## config.mk

```make
export PLATFORM = sky130hd
export DESIGN_NAME = bitmap_serializer
export DESIGN_NICKNAME = d
export VERILOG_FILES = /design/src/rtl/bms_pkg.sv /design/src/rtl/bms_regs.sv /design/src/rtl/bms_resolve.sv /design/src/rtl/bms_shifter.sv /design/src/rtl/bitmap_serializer.sv
export SDC_FILE = /design/constraint.sdc
export NUM_CORES = 2
export LEC_CHECK = 0
export ABC_CLOCK_PERIOD_IN_PS = 6660
export CAP_MARGIN = 25
export CORE_MARGIN = 2
export CORE_UTILIZATION = 48
export DETAILED_ROUTE_END_ITERATION = 12
export DONT_BUFFER_PORTS = 1
export SYNTH_ARGS = -nofsm -noshare
export SYNTH_HDL_FRONTEND = slang
export SYNTH_SLANG_ARGS = --single-unit
```

## constraint.sdc

```tcl
create_clock -name clk -period 6.66 [get_ports clk]
set_input_delay 1.998 -clock clk [delete_from_list [all_inputs] [get_ports clk]]
set_output_delay 1.998 -clock clk [all_outputs]
set_load 0.01 [all_outputs]
```

## src/rtl/bms_pkg.sv

```systemverilog
package bms_pkg;
   localparam logic [7:0] ADDR_MAP_DATA = 8'h05;
   localparam logic [7:0] ADDR_MAP_PTR  = 8'h06;
   localparam logic [7:0] ADDR_IDENT    = 8'h07;
   localparam logic [7:0] ADDR_LAST_POS = 8'h0E;
   localparam logic [6:0] IDENT_BITS    = 7'b0000010;
endpackage

```

## src/rtl/bms_regs.sv

```systemverilog
module bms_regs
   import bms_pkg::*;
#(
   parameter int N_POS  = 84,
   parameter int CODE_W = 7,
   parameter int AW     = $clog2(N_POS)
) (
   input  logic                clk,
   input  logic                rst_n,
   input  logic                wr_en,
   input  logic                rd_en,
   input  logic [7:0]          addr,
   input  logic [7:0]          wr_data,
   input  logic                test_active,
   output logic [7:0]          rd_data,
   output logic [AW-1:0]       last_pos,
   input  logic [AW-1:0]       map_pos,
   output logic [CODE_W-1:0]   map_code
);
   localparam logic [AW-1:0] LAST    = AW'(N_POS - 1);
   localparam logic [7:0]    LAST_8B = 8'(N_POS - 1);

   logic [N_POS-1:0][CODE_W-1:0] map_q;
   logic [AW-1:0]                ptr_q;
   logic [AW-1:0]                last_q;
   logic                         data_hit;
   logic [AW-1:0]                ptr_next;

   assign data_hit = (wr_en || rd_en) && (addr == ADDR_MAP_DATA);
   assign ptr_next = (ptr_q == LAST) ? '0 : ptr_q + AW'(1);
   assign last_pos = last_q;
   assign map_code = map_q[map_pos];

   always_ff @(posedge clk or negedge rst_n) begin
      if (!rst_n) begin
         for (int i = 0; i < N_POS; i++) map_q[i] <= CODE_W'(i);
         ptr_q   <= '0;
         last_q  <= LAST;
         rd_data <= '0;
      end else begin
         if (wr_en) begin
            unique case (addr)
               ADDR_LAST_POS: last_q <= (wr_data > LAST_8B) ? LAST : AW'(wr_data);
               ADDR_MAP_PTR:  ptr_q  <= (wr_data > LAST_8B) ? LAST : AW'(wr_data);
               ADDR_MAP_DATA: map_q[ptr_q] <= wr_data[CODE_W-1:0];
               default: ;
            endcase
         end
         if (rd_en) begin
            unique case (addr)
               ADDR_LAST_POS: rd_data <= 8'(last_q);
               ADDR_MAP_DATA: rd_data <= 8'(map_q[ptr_q]);
               ADDR_IDENT:    rd_data <= {IDENT_BITS, test_active};
               default:       rd_data <= '0;
            endcase
         end
         if (data_hit && !(wr_en && addr == ADDR_MAP_PTR)) ptr_q <= ptr_next;
      end
   end


   last_range_chk: assert property (@(posedge clk) disable iff (!rst_n) last_q <= LAST);

   ptr_range_chk: assert property (@(posedge clk) disable iff (!rst_n) ptr_q <= LAST);

   ptr_wrap_chk: assert property (@(posedge clk) disable iff (!rst_n)
      (wr_en && addr == ADDR_MAP_DATA && ptr_q == LAST) |=> (ptr_q == '0));

   ident_read_chk: assert property (@(posedge clk) disable iff (!rst_n)
      (rd_en && addr == ADDR_IDENT) |=> (rd_data[7:1] == IDENT_BITS));
endmodule

```

## src/rtl/bms_resolve.sv

```systemverilog
module bms_resolve #(
   parameter int CODE_W    = 7,
   parameter int FUNC_W    = 88,
   parameter int ANNO_LO   = 48,
   parameter int ANNO_HI   = 83,
   parameter bit ANNO_GATE = 1'b1
) (
   input  logic [CODE_W-1:0] code,
   input  logic              anno_en,
   input  logic [FUNC_W-1:0] func_vec,
   input  logic [FUNC_W-1:0] func_ok,
   output logic              bit_o
);
   localparam int IW = $clog2(FUNC_W);

   int unsigned code_u;
   logic        in_range;
   logic        anno_block;
   logic [IW-1:0] idx;

   assign code_u   = 32'(code);
   assign in_range = code_u < FUNC_W;
   assign idx      = in_range ? IW'(code_u) : '0;

   generate
      if (ANNO_GATE) begin : g_anno_gate
         assign anno_block = !anno_en && (code_u >= ANNO_LO) && (code_u <= ANNO_HI);
      end else begin : g_no_gate
         assign anno_block = 1'b0;
      end
   endgenerate

   assign bit_o = in_range && !anno_block && func_vec[idx] && func_ok[idx];
endmodule

```

## src/rtl/bms_shifter.sv

```systemverilog
module bms_shifter #(
   parameter int AW     = 7,
   parameter int FUNC_W = 88
) (
   input  logic              clk,
   input  logic              rst_n,
   input  logic              start,
   input  logic [AW-1:0]     last_pos,
   input  logic [FUNC_W-1:0] func_vec,
   input  logic [FUNC_W-1:0] func_ok,
   input  logic              bit_in,
   output logic [AW-1:0]     pos,
   output logic [FUNC_W-1:0] snap_vec,
   output logic [FUNC_W-1:0] snap_ok,
   output logic              ser_valid,
   output logic              ser_data,
   output logic              load
);
   logic busy_q;
   logic load_q;
   logic [AW-1:0] pos_q;

   always_ff @(posedge clk or negedge rst_n) begin
      if (!rst_n) begin
         busy_q   <= 1'b0;
         load_q   <= 1'b0;
         pos_q    <= '0;
         snap_vec <= '0;
         snap_ok  <= '0;
      end else begin
         load_q <= 1'b0;
         if (!busy_q) begin
            if (start) begin
               busy_q   <= 1'b1;
               pos_q    <= last_pos;
               snap_vec <= func_vec;
               snap_ok  <= func_ok;
            end
         end else if (pos_q == '0) begin
            busy_q <= 1'b0;
            load_q <= 1'b1;
         end else begin
            pos_q <= pos_q - AW'(1);
         end
      end
   end

   assign pos       = pos_q;
   assign ser_valid = busy_q;
   assign ser_data  = busy_q && bit_in;
   assign load      = load_q;


   load_pulse_chk: assert property (@(posedge clk) disable iff (!rst_n) load |=> !load);

   load_after_last_chk: assert property (@(posedge clk) disable iff (!rst_n) $fell(ser_valid) |-> load);

   pos_step_chk: assert property (@(posedge clk) disable iff (!rst_n)
      (ser_valid && $past(ser_valid)) |-> (pos == $past(pos) - AW'(1)));

   snap_hold_chk: assert property (@(posedge clk) disable iff (!rst_n)
      (ser_valid && $past(ser_valid)) |-> ($stable(snap_vec) && $stable(snap_ok)));
endmodule

```

## src/rtl/bitmap_serializer.sv

```systemverilog
module bitmap_serializer #(
   parameter int N_POS     = 84,
   parameter int CODE_W    = 7,
   parameter int FUNC_W    = 88,
   parameter int ANNO_LO   = 48,
   parameter int ANNO_HI   = 83,
   parameter bit ANNO_GATE = 1'b1
) (
   input  logic              clk,
   input  logic              rst_n,
   input  logic              reg_wr,
   input  logic              reg_rd,
   input  logic [7:0]        reg_addr,
   input  logic [7:0]        reg_wdata,
   output logic [7:0]        reg_rdata,
   input  logic              test_active,
   input  logic              anno_en,
   input  logic [FUNC_W-1:0] func_vec,
   input  logic [FUNC_W-1:0] func_ok,
   input  logic              start,
   output logic              ser_valid,
   output logic              ser_data,
   output logic              load
);
   localparam int AW = $clog2(N_POS);

   generate
      if (N_POS < 2 || N_POS > 256) begin : g_bad_npos
         $error("N_POS must lie in 2..256");
      end
      if (CODE_W > 8) begin : g_bad_codew
         $error("CODE_W must fit the 8-bit data register");
      end
      if (FUNC_W > (1 << CODE_W)) begin : g_bad_funcw
         $error("FUNC_W exceeds the code space");
      end
      if (ANNO_HI >= FUNC_W || ANNO_LO > ANNO_HI) begin : g_bad_anno
         $error("annunciator range outside function vector");
      end
   endgenerate

   logic [AW-1:0]     last_pos;
   logic [AW-1:0]     pos;
   logic [CODE_W-1:0] code;
   logic [FUNC_W-1:0] snap_vec;
   logic [FUNC_W-1:0] snap_ok;
   logic              bit_sel;

   bms_regs #(.N_POS(N_POS), .CODE_W(CODE_W), .AW(AW)) i_regs (
      .clk(clk), .rst_n(rst_n), .wr_en(reg_wr), .rd_en(reg_rd),
      .addr(reg_addr), .wr_data(reg_wdata), .test_active(test_active),
      .rd_data(reg_rdata), .last_pos(last_pos), .map_pos(pos), .map_code(code)
   );

   bms_resolve #(.CODE_W(CODE_W), .FUNC_W(FUNC_W), .ANNO_LO(ANNO_LO),
                 .ANNO_HI(ANNO_HI), .ANNO_GATE(ANNO_GATE)) i_resolve (
      .code(code), .anno_en(anno_en), .func_vec(snap_vec), .func_ok(snap_ok),
      .bit_o(bit_sel)
   );

   bms_shifter #(.AW(AW), .FUNC_W(FUNC_W)) i_shifter (
      .clk(clk), .rst_n(rst_n), .start(start), .last_pos(last_pos),
      .func_vec(func_vec), .func_ok(func_ok), .bit_in(bit_sel), .pos(pos),
      .snap_vec(snap_vec), .snap_ok(snap_ok), .ser_valid(ser_valid),
      .ser_data(ser_data), .load(load)
   );


   unused_low_chk: assert property (@(posedge clk) disable iff (!rst_n)
      (ser_valid && 32'(code) >= FUNC_W) |-> !ser_data);

   anno_low_chk: assert property (@(posedge clk) disable iff (!rst_n)
      (ANNO_GATE && ser_valid && !anno_en && 32'(code) >= ANNO_LO && 32'(code) <= ANNO_HI) |-> !ser_data);

   idle_low_chk: assert property (@(posedge clk) disable iff (!rst_n) !ser_valid |-> !ser_data);
endmodule

```

* Yosys cells after proc, flatten, opt, wreduce, memory -nomap -nowiden
Index checks and enable logic that the tools add are counted.
** Storage, ports and cells
- Logic and storage cells :: 158
- Bits in registers :: 795
- Output and inout bits :: 11
- Bits of input ports :: 199
** Operators by class
- Magnitude comparators :: 8
- Muxes and demuxes :: 26
- $add $sub $neg :: 2
- Bitwise logic cells :: 1
- Equality and inequality tests :: 6
- Reduce and logical (&&, ||, !) cells :: 23
** Operator list (number)
- $bwmux W588 :: 1
- $bmux W7 S7 :: 2
- $mux W7 :: 12
- $demux W7 S7 :: 1
- $eq A8 B3 Y1 const B :: 3
- $lt A7 B8 Y1 const B :: 3
- $pmux W7 S3 :: 1
- $bmux W1 S7 :: 2
- $logic_and A1 B1 Y1 :: 10
- $reduce_and A2 Y1 :: 5
- $eq A8 B4 Y1 const B :: 1
- $gt A8 B7 Y1 const B :: 1
- $add A7 B1 Y7 const B :: 1
- $eq A7 B7 Y1 const B :: 1
- $ge A7 B1 Y1 const B :: 1
- $ge A7 B6 Y1 const B :: 1
- $le A7 B7 Y1 const B :: 1
- $logic_not A7 Y1 :: 1
- $lt A7 B7 Y1 const B :: 1
- $mux W1 :: 7
- $sub A7 B1 Y7 const B :: 1
- $reduce_bool A2 Y1 :: 3
- $logic_not A1 Y1 :: 3
- $ne A2 B2 Y1 const B :: 1
- 2 further kinds :: 2

* Longest topological paths before layout
- Depth after elaboration :: 10
- Gate-level depth with buffers :: 21
- Gate-level depth less buffers :: 12

* Hierarchy
From an unflattened synthesis, not the netlist that was laid out.
** Second synthesis, totals
- Cells, all modules :: 3417
- Area total of the unflattened synthesis :: 42560.8 µm²
** Modules (own cells, without submodules)
- bms_regs :: area each 33568.4 µm², cells each 2342, times used 1, sequential area each 15559.9 µm²
- bms_shifter :: area each 7196.9 µm², cells each 804, times used 1, sequential area each 4629.4 µm²
- bms_resolve :: area each 1795.5 µm², cells each 271, times used 1, sequential area each 0.0 µm²

* Worst setup path before layout
Ideal clock, no wire load.
- Kind :: register to output
- Start :: register i_shifter.pos_q[0], in the netlist i_shifter.pos[0]
- End :: output port ser_data
- Buffers on the path :: 5
- Path slack :: 1.078 ns
- Required time :: 4.662 ns
- Stages on the path, launching flop included :: 18
- Data arrival time :: 3.584 ns
- Cells stage by stage :: dfrtp_1 > buf_6 > buf_8 > buf_8 > buf_6 > buf_6 > mux4_2 > nand4_1 > o41ai_1 > a31oi_1 > o31ai_4 > a21oi_4 > or2_2 > a22oi_1 > a2111o_1 > a41oi_2 > a32oi_1 > nor4_2
** On the way
- Longest elaborated chain between the ends :: 10
- Elaborated cells on any way between the ends :: 17
- Those cells by class :: 3 x order compare; 7 x mux; 7 x reduce/logical
** RTL lines
- from (decl) :: RTL line bms_shifter.sv:21 : logic [AW-1:0] pos_q;
- from (signal assigned) :: RTL line bms_shifter.sv:35 : pos_q <= last_pos;
- from (signal assigned) :: RTL line bms_shifter.sv:43 : pos_q <= pos_q - AW'(1);
- $bmux W7 S7 * :: RTL line bms_regs.sv:32 : assign map_code = map_q[map_pos];
- $mux W7 (not written as such) * :: RTL line bms_regs.sv:32
- parallel branches: the longest is 6 deep, another holds $lt A7 B7 Y1
- $logic_and A1 B1 Y1 * :: RTL line bms_resolve.sv:33 : assign bit_o = in_range && !anno_block && func_vec[idx] && func_ok[idx];
- $logic_and A1 B1 Y1 * :: RTL line bms_shifter.sv:50 : assign ser_data = busy_q && bit_in;
- to (decl) :: RTL line bitmap_serializer.sv:22 : output logic ser_data,
Every way passes the cells marked *. The select of a mux whose other input is x is not followed.

* Final worst setup path
Ends and elaborated chain as after synthesis.

==> impl_metrics.yaml <==
critical_path:
  crit_path_max_fanout: 6
  cpLargestDelayFamily: "multiplexers"
  crit_buf_inv: 5
  critPathMaxStageDelay_ns: 0.60
  cp.arrival_ns: 5.02
  cp_slowest_cell: "mux4_2"
  end_kind: "output port"
  r2r_start: "i_regs.ptr_q[1]"
  startpoint_type: "register"
  crit_top_cell: "buf_4"
  startpoint: "i_shifter.pos[0]"
  path_class: "reg -> out"
  cp_data_required_time_ns: 4.66
  cp_cell_sequence: "buf_12 -> mux4_2 -> mux4_2 -> nor3_2 -> a311oi_1 -> buf_4 -> a31o_4 -> buf_4 -> and2_4 -> or4_1 -> o311ai_2 -> o22ai_1 -> a41oi_2 -> a32oi_1 -> buf_4 -> nor4_4 -> buf_4"
grt:
  grt_pass1_wl_um: 205000
  antenna_found_initial: 9
  grt_pass1_vias: 29600
  grt_use_met2: 0.481
  met1_usage: 0.432
  grt_max_degree: 795
  overflow: 0
  grt_use_total: 0.316
  busiest_layer: "met2"
  grtUsageMet3: 0.0762
place:
  dp_hpwl_um: 90400
  gp_congestion: 0.992
  io_buffer_count: 0
  placed_area_sq_um: 42300
  dp.cells: 4140
clock_network:
  clk_pin_slew_ns: 0.06
  cts_max_level: 3
  cts.sinks: 794
  clk-insertion-delay-late_ns: 0.66
  cts_buffers: 87
  cts_tree: "done"
  hold_buffers: 0
  clock-root-buffer: "clkbuf_16"
  clockBufferDepth: 3
timing:
  finalClockSkew_ns: 0.0207
  slew_viol_final: 0
  setup_viol_count_final: 1
  hold_violations: 0
  max_slew.worst_pin.slew_ns: 1.35
  rsz0062_at_grt: "true"
  period_needed_ns: 7.01
  clock.fmax_mhz: 143
  slew_headroom: 0.0982
  worst_slack_ns: -0.355
  fin_crit_sh: 1.05
synth:
  synth.most_common_cell: "mux2_2"
  synthTopCellsByArea: "dfrtp_1 (33%), mux2_2 (22%), dfstp_2 (17%)"
  yosys_warnings: 0
  seq_area_frac_synth: 0.496
  synth_seq_cells: 794
  ys.flop_type: "dfrtp_1"
  syn_area_sq_um: 40700
  synth_cell_type_count: 89
  synth_edf_count: 0
  synth_area_leader_cell: "dfrtp_1"
  syn_nets: 3312
  async_reset_ff_frac: 1.00
  yosysTopAreaCellShare: 0.331
  netlist_instances: 3111
  syn_avg_cell_area_sq_um: 13.1
  yosys-top-cells-count: "mux2_2 (785), dfrtp_1 (538), a22oi_1 (259)"
final_layout:
  syn_to_final_growth_pct: 12.6
  layout.nets: 3314
  drive_above_1_share: 0.481
  fillerInstances: 6899
  design_area_sq_um: 45800
  stdcell_count: 4327
drt:
  drt_iter0_markers: 3502
  first_pass_iters: 8
  drt-total-wl_um: 140000
  ant_nets: 0
  drcViolationCount: 0
  viasPerCell: 6.84
  routed-via-count: 29600
  wl_per_cell_um: 32.3
min_path:
  hold_class: "reg -> reg"
  holdCritStartpoint: "i_shifter.snap_vec[24]"
die:
  ios: 210
  coreArea_sq_um: 83800
  die_w_um: 295
  initial_core_util: 0.485
  rows: 106
  die_height_um: 295
  die_area_sq_um: 87100
flow_run:
  maxCapViolCount: 0
outcome:
  failed_checks: "setup timing"
  status: "complete, but fails checks"
power:
  peakVddDrop_v: 0.000247
  power_uw: 15900
  p_per_area_nw_per_um2: 348
  p_leak_uw: 0.0192
[metrics by stage]
step                hold slack [ns]  setup WS, ns  setup TNS, ns   util
finish                        0.494        -0.355         -0.355  0.546
detailed placement            0.489        -0.140         -0.140  0.505
global placement              0.484       -0.0848        -0.0848  0.505
floorplan                     0.464          1.08              0      -
global route                  0.516        -0.482         -0.482  0.546
CTS                           0.500        -0.309         -0.309  0.544
[kinds of logic (layout without fill, tap and decap cells)]
family / count (synthesis) / in the layout / share of synthesized area
compound gates: 598 / 598 / 0.111
xor+xnor: 2 / 2 / 0.000431
fa+ha+maj: 2 / 2 / 0.000615
buf+inv: 269 / 345 / 0.0310
flops: 794 / 794 / 0.496
mux: 968 / 968 / 0.302
other cells: 1 / 6 / 0.0000922
simple gates: 477 / 478 / 0.0578
[layer usage]
layer | up-vias | part of all wire
met5 | - | 0.00039
met4 | 8 | 0.049
met3 | 410 | 0.096
met2 | 1670 | 0.45
met1 | 15500 | 0.40
li1 | 12000 | -
[layout make-up]
class                   instances  area, sq um  area share
repair buffers                168         1750      0.0382
diodes                          5         12.5    0.000273
well taps                    1134         1420      0.0310
clock buffers                 140         2630      0.0574
clock inverters                24          280     0.00612
inverters                      13         48.8     0.00107
flip-flops and latches        794        20200       0.441
multi-input cells            2049        19400       0.425
[sequential cells by signal (all words and copies together) (netlist names)]
register	flops
i_shifter.load	1
i_shifter.pos	7
i_shifter.snap_ok	88
i_shifter.ser_valid	1
i_regs.last_pos	7
i_regs.rd_data	7
i_shifter.snap_vec	88
i_regs.ptr_q	7
i_regs.map_q	588
[timing repair]
item / CTS / global route
endpoints found under the setup margin: 1 / 1
buffers inserted: 8 / 1
pin swaps: 4 / 7
cloned: 4 / 1
gates resized for setup: 21 / 16
[cells in the final DEF, fill, tap and decap left out, drive strengths merged, types with 61 or more instances in the layout]
master	instances
buf	164
clkbuf	140
dfrtp	538
nor2	133
dfstp	256
mux4	128
nand2	125
mux2	785
nand4	61
a22oi	259
[where the power goes]
part,internal (uW),switching (uW),total (uW)
Sequential,5390,416,5810
Clock,2870,2070,4940
Combinational,2270,2890,5160
Total,10500,5370,15900
[worst reg2reg max path: cells and delay by family (launching register included)]
family	cells	cell delay, ns
compound gates	8	1.71
buf+inv	1	0.48
flops	1	0.64
simple gates	4	1.38
[final timing paths]
kind	endpoint	slack [ns]	depth (start not counted)
worst max-delay path	ser_data	-0.35	17
worst min-delay path	i_shifter.snap_vec[24]	0.49	1
worst max register to register	i_regs.rd_data[2]	2.37	13
worst min register to register	i_shifter.snap_vec[24]	0.49	1
max in group asynchronous	i_regs.map_q[494]	2.91	3
min in group asynchronous	i_regs.map_q[19]	1.04	0
Power figures use the tool's default switching activity.
